## src/rtl/sysclk_div_pkg.sv

```systemverilog
package sysclk_div_pkg;

    localparam int CODE_W  = 3;
    localparam int SHIFT_W = 4;

    typedef logic [CODE_W-1:0]  code_t;
    typedef logic [SHIFT_W-1:0] shift_t;

    typedef enum logic {
        RATE_HIGH = 1'b0,
        RATE_LOW  = 1'b1
    } rate_e;

    // result of decoding one field code
    typedef struct packed {
        logic   ok;
        shift_t sh;
    } dec_t;

    // stored configuration, divisors held as log2 values
    typedef struct packed {
        shift_t hi_sh;
        shift_t lo_sh;
        logic   sel_low;
        logic   wake_en;
    } cfg_t;

    // rate choice handed to the period generator
    typedef struct packed {
        rate_e  rate;
        shift_t sh;
    } pick_t;

    localparam code_t HI_RESERVED = 3'b111;
    localparam code_t LO_RESERVED = 3'b110;
    localparam code_t LO_MAX_CODE = 3'b111;
    localparam shift_t LO_MAX_SH  = 4'd8;

    // fast field: code is log2 of the divisor
    function automatic dec_t decode_hi(code_t c);
        dec_t d;
        d.ok = (c != HI_RESERVED);
        d.sh = shift_t'(c);
        return d;
    endfunction

    // slow field: divisor starts at 2, top code jumps to 256
    function automatic dec_t decode_lo(code_t c);
        dec_t d;
        d.ok = (c != LO_RESERVED);
        if (c == LO_MAX_CODE) d.sh = LO_MAX_SH;
        else                  d.sh = shift_t'(c) + shift_t'(1);
        return d;
    endfunction

    localparam cfg_t CFG_RESET = '{hi_sh: '0, lo_sh: shift_t'(1),
                                   sel_low: 1'b0, wake_en: 1'b0};

endpackage

```

## src/rtl/sdiv_cfg_regs.sv

```systemverilog
module sdiv_cfg_regs
    import sysclk_div_pkg::*;
(
    input  logic  clk,
    input  logic  rst,
    input  logic  wr,
    input  code_t hi_code,
    input  code_t lo_code,
    input  logic  sel_low,
    input  logic  wake_en,
    output cfg_t  cfg
);

    dec_t hi_dec;
    dec_t lo_dec;
    cfg_t cfg_q;

    always_comb begin
        hi_dec = decode_hi(hi_code);
        lo_dec = decode_lo(lo_code);
    end

    always_ff @(posedge clk) begin
        if (rst) begin
            cfg_q <= CFG_RESET;
        end else if (wr) begin
            // a reserved code keeps the field as it was
            if (hi_dec.ok) cfg_q.hi_sh <= hi_dec.sh;
            if (lo_dec.ok) cfg_q.lo_sh <= lo_dec.sh;
            cfg_q.sel_low <= sel_low;
            cfg_q.wake_en <= wake_en;
        end
    end

    assign cfg = cfg_q;

endmodule

```

## src/rtl/sdiv_rate_sel.sv

```systemverilog
module sdiv_rate_sel
    import sysclk_div_pkg::*;
(
    input  cfg_t  cfg,
    input  logic  busy,
    output pick_t pick
);

    logic go_low;

    always_comb begin
        go_low = cfg.sel_low && !(cfg.wake_en && busy);
        if (go_low) begin
            pick.rate = RATE_LOW;
            pick.sh   = cfg.lo_sh;
        end else begin
            pick.rate = RATE_HIGH;
            pick.sh   = cfg.hi_sh;
        end
    end

endmodule

```

## src/rtl/sdiv_period_gen.sv

```systemverilog
module sdiv_period_gen
    import sysclk_div_pkg::*;
#(
    parameter int MAX_SHIFT = 8
) (
    input  logic   clk,
    input  logic   rst,
    input  pick_t  pick,
    output logic   tick,
    output logic   phase,
    output rate_e  rate,
    output shift_t sh
);

    localparam int CNT_W  = (MAX_SHIFT > 0) ? MAX_SHIFT : 1;
    localparam int SPAN_W = CNT_W + 1;

    logic [CNT_W-1:0]  cnt_q;
    pick_t             app_q;
    logic [SPAN_W-1:0] span;
    logic [SPAN_W-1:0] half;
    logic [SPAN_W-1:0] last;

    always_comb begin
        span  = SPAN_W'(1) << app_q.sh;
        half  = span >> 1;
        last  = span - SPAN_W'(1);
        tick  = ({1'b0, cnt_q} == last);
        phase = (app_q.sh == '0) || ({1'b0, cnt_q} < half);
    end

    always_ff @(posedge clk) begin
        if (rst) begin
            app_q <= '{rate: RATE_HIGH, sh: '0};
            cnt_q <= '0;
        end else if (tick) begin
            // boundary: the next period takes the current pick
            app_q <= pick;
            cnt_q <= '0;
        end else begin
            cnt_q <= cnt_q + CNT_W'(1);
        end
    end

    assign rate = app_q.rate;
    assign sh   = app_q.sh;

endmodule

```

## src/rtl/sysclk_rate_divider.sv

```systemverilog
module sysclk_rate_divider
    import sysclk_div_pkg::*;
#(
    parameter int MAX_SHIFT = 8
) (
    input  logic       clk_ref,
    input  logic       rst,
    input  logic       cfg_wr,
    input  logic [2:0] cfg_hi_code,
    input  logic [2:0] cfg_lo_code,
    input  logic       cfg_sel_low,
    input  logic       cfg_wake_en,
    input  logic       ctl_busy,
    output logic       gclk_tick,
    output logic       gclk_phase,
    output logic       rate_is_low
);

    cfg_t   cfg_q;
    pick_t  pick;
    rate_e  app_rate;
    shift_t app_sh;

    sdiv_cfg_regs u_cfg (
        .clk     (clk_ref),
        .rst     (rst),
        .wr      (cfg_wr),
        .hi_code (cfg_hi_code),
        .lo_code (cfg_lo_code),
        .sel_low (cfg_sel_low),
        .wake_en (cfg_wake_en),
        .cfg     (cfg_q)
    );

    sdiv_rate_sel u_sel (
        .cfg  (cfg_q),
        .busy (ctl_busy),
        .pick (pick)
    );

    sdiv_period_gen #(
        .MAX_SHIFT (MAX_SHIFT)
    ) u_gen (
        .clk   (clk_ref),
        .rst   (rst),
        .pick  (pick),
        .tick  (gclk_tick),
        .phase (gclk_phase),
        .rate  (app_rate),
        .sh    (app_sh)
    );

    assign rate_is_low = (app_rate == RATE_LOW);

endmodule

```

## config.mk

```make
export PLATFORM = sky130hd
export DESIGN_NAME = sysclk_rate_divider
export DESIGN_NICKNAME = d
export VERILOG_FILES = /design/src/rtl/sysclk_div_pkg.sv /design/src/rtl/sdiv_cfg_regs.sv /design/src/rtl/sdiv_rate_sel.sv /design/src/rtl/sdiv_period_gen.sv /design/src/rtl/sysclk_rate_divider.sv
export SDC_FILE = /design/constraint.sdc
export NUM_CORES = 1
export LEC_CHECK = 0
export BUFFER_PORTS_ARGS = -buffer_cell sky130_fd_sc_hd__clkbuf_2
export CAP_MARGIN = 5
export CORE_MARGIN = 1
export CORE_UTILIZATION = 55
export DETAILED_ROUTE_END_ITERATION = 16
export PLACE_DENSITY = 0.74
export REMOVE_ABC_BUFFERS = 1
export SLEW_MARGIN = 30
export SYNTH_ARGS = -nofsm -noshare
export SYNTH_HDL_FRONTEND = slang
export SYNTH_SLANG_ARGS = --single-unit
export TNS_END_PERCENT = 20
```

## constraint.sdc

```tcl
create_clock -name clk_ref -period 5 [get_ports clk_ref]
set_input_delay 0.25 -clock clk_ref [delete_from_list [all_inputs] [get_ports clk_ref]]
set_output_delay 0.25 -clock clk_ref [all_outputs]
set_load 0.02 [all_outputs]
```

== After elaboration in Yosys (flattened, before gate mapping) ==
Index checks and enable logic that the tools add are counted.
Storage, ports and cells
  input bits: 12
  logic and storage cells: 26
  output and inout port bits: 3
  bits in registers: 22
Cells by class
  equality and inequality tests: 4
  reductions and logical operators: 8
  shifts and indexed selects: 1
  mux-type cells: 2
  order comparisons: 1
  add/sub/neg operators: 3
Operator list (count)
  equality test 8 x 9 -> 1 bit: 1
  left shift 1 x 4 -> 9 bit (first input constant): 1
  subtractor 9 x 1 -> 9 bit (second input constant): 1
  adder 8 x 1 -> 8 bit (second input constant): 1
  < comparator 8 bit: 1
  != test 3 bit (second input constant): 2
  two-way mux 5 bit: 1
  adder 3 x 1 -> 4 bit (second input constant): 1
  logical NOT 4 bit: 1
  two-way mux 4 bit: 1
  AND reduction 2 bit: 2
  equality test 3 bit (second input constant): 1
  logical AND 1 bit: 2
  OR reduction 2 bit: 1
  logical NOT 1 bit: 1
  logical OR 1 bit: 1

== Longest topological paths before layout ==
  depth in word-level cells: 4
  depth in mapped cells: 10

== By module ==
Synthesis repeated with hierarchy kept, for this count alone.
Second synthesis, totals
  cells, all modules: 173
  area, all modules: 1522.7 um^2
By module, submodules not included
  sdiv_period_gen: cells each 121, instances 1, area each 1026.0 um^2
  sdiv_cfg_regs: cells each 46, instances 1, area each 425.4 um^2
  sdiv_rate_sel: cells each 6, instances 1, area each 71.3 um^2

== Worst setup path before layout ==
No wires, ideal clock.
  path type: register -> output
  start point: reg u_gen.app_q (netlist bit u_gen.sh[2])
  end point: out gclk_tick
  cell stages (with the launch flop): 10
  data required time: 4.750 ns
  path buffers: 2
  slack: 2.247 ns
  arrival time: 2.503 ns
  cells stage by stage: dfxtp_1 > clkbuf_1 > or4b_2 > ha_1 > xnor2_1 > xnor2_1 > a2111oi_4 > nand3b_1 > nor2_2 > buf_4
Between the ends
  word-level cells in the longest chain between the ends: 3
RTL lines
  from (decl): line sdiv_period_gen.sv:19  | pick_t app_q;
  from (signal assigned): line sdiv_period_gen.sv:34  | app_q <= '{rate: RATE_HIGH, sh: '0};
  from (signal assigned): line sdiv_period_gen.sv:38  | app_q <= pick;
  left shift 1 x 4 -> 9 bit: line sdiv_period_gen.sv:25  | span = SPAN_W'(1) << app_q.sh;
  subtractor 9 x 1 -> 9 bit: line sdiv_period_gen.sv:27  | last = span - SPAN_W'(1);
  equality test 8 x 9 -> 1 bit: line sdiv_period_gen.sv:28  | tick = ({1'b0, cnt_q} == last);
  to (decl): line sysclk_rate_divider.sv:14  | output logic gclk_tick,
No other way between the ends.

== Worst setup path in the final report ==
  start point: reg u_gen.app_q (netlist bit u_gen.sh[0])
  end point: out gclk_tick
The elaborated chain is that of the path after synthesis.

==> reports/metrics.cfg <==
[yosys]
synth_seq_cells=22
synth.most_common_cell=dfxtp_1
ys.flop_type=dfxtp_1
synth_edf_count=0
syn_avg_cell_area_um2=8.58
synthTopCellsByCount=dfxtp_1 (22), nor3_1 (13)
synthCells=163
synth_top_area_share_pct=31.5
synth_area_um2=1400
ys_seq_area_share_pct=31.5
synthDistinctLibCells=39
synth_top_area_cell=dfxtp_1
synth.area.top_cells=dfxtp_1 (31%), ha_1 (11%), nor3_1 (4.7%), xnor2_1 (4.4%), a21oi_1 (4.3%)
async_flop_share_pct=0
yosys_warnings=0

[layout]
seq_area_um2=440
multi_input_comb_area_um2=902
fillers=196
area_growth_pct=5.90
fin_nets=197
instances_no_fill=199
layout-drive-gt1-share_pct=14.6
diodes=0

[global_route]
grt_use_met1_pct=32.3
grt_pass1_wl_mm=4.67
track_usage_pct=23.4
grt_busiest_layer=met2
grtUsageMet3_pct=3.48
grt_pass1_vias=1059
grt_max_degree=23
gr-total-overflow=0
antenna_found_initial=0
globalRouteMet2Util_pct=36.3

[min_path]
worstHoldPathType=input pin to flip-flop

[sta]
skew_ns=0.00565
setup-violations-final=0
worstMarginPinSlew_ns=0.545
period_needed_ns=3.57
hold_slack_ns=0.179
rsz0062_at_grt=false
fin_tns_setup_ns=0
slew_headroom_pct=63.6
fin_crit_sh_pct=71.3
drv_slew=0
hold_viol=0
timing.fmax_mhz=280

[floorplan]
top_level_ports=15
start_util_pct=60.9
fp-row-count=17
die_area_um2=2750
die_w_um=52.4
core_area_um2=2300
die_y_um=52.4

[clocking]
h-tree-depth=1
ctsHoldBuffers=0
cts_made_buffers=3
cts_buffer_depth=2
path_clk_slew_ns=0.11
cts_tree=done
post-cts-setup-buffers=0
clock-sinks=22
cts_root_buf=clkbuf_4
post_cts_resized=0
insertion_delay_ns=0.30

[place]
numPortBuffers=14
dpl.hpwl_mm=2.06
routabilityCongestion=0.960
placed_cells=196

[critical_path]
crit_slowest_cell=or4b_2
slowest_delay_ns=0.64
worstPathRequired_ns=4.75
cp_cell_sequence=or4b_2 -> ha_1 -> xnor2_1 -> xnor2_1 -> a2111oi_4 -> nand3b_1 -> nor2_2 -> clkbuf_2
cp-start-kind=flip-flop
rrSetupSlack_ns=1.98
worst_path_most_repeated_cell=xnor2_1
crit_path_max_fanout=12
cp-end-kind=output pin
critPathArrivalTime_ns=3.32
timing_worst_setup_path_type=flip-flop to output pin

[route]
wl_mm=2.73
drcViolationCount=0
firstDrtPassIters=4
drt_iter0_drc=18
vias_per_cell=5.89
vias=1172
detail_route.wl_per_cell_um=13.7
ant_nets=0

[outcome]
outcome=completed

[power_and_ir_drop]
internal-power_w=0.000368
comb_power_share_pct=51.3
power.density_nw_per_um2=430
p_leak_nw=0.588
vdd.ir_drop.worst_uv=283
seq_power_share_pct=36.5
switching_power_w=0.000269
p_sw_share_pct=42.3
clkPwrFrac_pct=12.3

[job]
maxCapViolCount=0

[placed cells by master (no fill, tap or decap), drive strengths merged, types with 3 or more instances in the layout]
cell     n
clkbuf  17
o21ai    7
mux2i    6
nand4    3
a211oi   4
nand3    7
ha      12
xnor2    7
xor2     6
nand2   12
nor2b    7
inv      3
a21oi   12
dfxtp   22
nor2    13
nor3    13
[cell type report]
class | instances | area share [%]
clock buffers | 3 | 1.52
inverters | 3 | 0.760
multi-input cells | 129 | 60.9
flip-flops and latches | 22 | 29.7
well taps | 28 | 2.36
repair buffers | 14 | 4.73
[per-stage QoR]
stage               power, W  worst slack (ns)  util [%]  cell area [um2]
floorplan           0.000488              2.20         -             1350
global placement    0.000552              1.93      63.5             1460
detailed placement  0.000559              1.81      63.5             1460
CTS                 0.000638              1.44      64.5             1480
global route        0.000679              1.28      64.5             1480
finish              0.000637              1.43      64.5             1480
[path summary, 6_finish.rpt]
path,start,to,cells past startpoint
min reg2reg,u_gen.rate,u_gen.rate,2
max reg2reg,u_gen.sh[0],u_gen.sh[2],8
max,u_gen.sh[0],gclk_tick,8
min,cfg_sel_low,u_cfg.cfg[1],3
[power by group through the flow]
stage	clock network [W]	logic [W]	registers (W)
after floorplan	0	0.000260	0.000227
after detailed placement	0	0.000323	0.000236
after global routing	0.0000875	0.000355	0.000237
after CTS	0.0000821	0.000324	0.000232
final	0.0000782	0.000327	0.000232
after global placement	0	0.000318	0.000234
[critical path: cells and delay by family (launching register included)]
kind / cells / cell delay [ns]
AOI/OAI and AO/OA: 1 / 0.36
buffers and inverters: 1 / 0.26
and+or+nand+nor: 3 / 1.25
adders and majority gates: 1 / 0.27
DFF: 1 / 0.53
xor gates and xnor gates: 2 / 0.35
[per-layer routing]
| metal | vias up | wire length [um] |
|---|---|---|
| li1 | 603 | - |
| met1 | 544 | 1380 |
| met4 | 0 | 17 |
| met5 | - | 0 |
| met3 | 2 | 101 |
| met2 | 23 | 1240 |
[registers in the layout, summed over array words and instances, names as in the netlist]
name         flops
u_gen.cnt_q      8
u_gen.sh         4
u_gen.rate       1
u_cfg.cfg        9
[cell families (layout without fill, tap and decap cells)]
logic type | after synthesis | after routing | share of synthesized area, %
AOI/OAI and AO/OA | 33 | 33 | 16.3
xor gates and xnor gates | 13 | 13 | 8.14
adders and majority gates | 12 | 12 | 10.7
buffers and inverters | 12 | 20 | 4.02
DFF | 22 | 22 | 31.5
muxes | 6 | 6 | 4.29
and+or+nand+nor | 65 | 65 | 25.0
No activity file was read; power rests on OpenSTA's default activity.
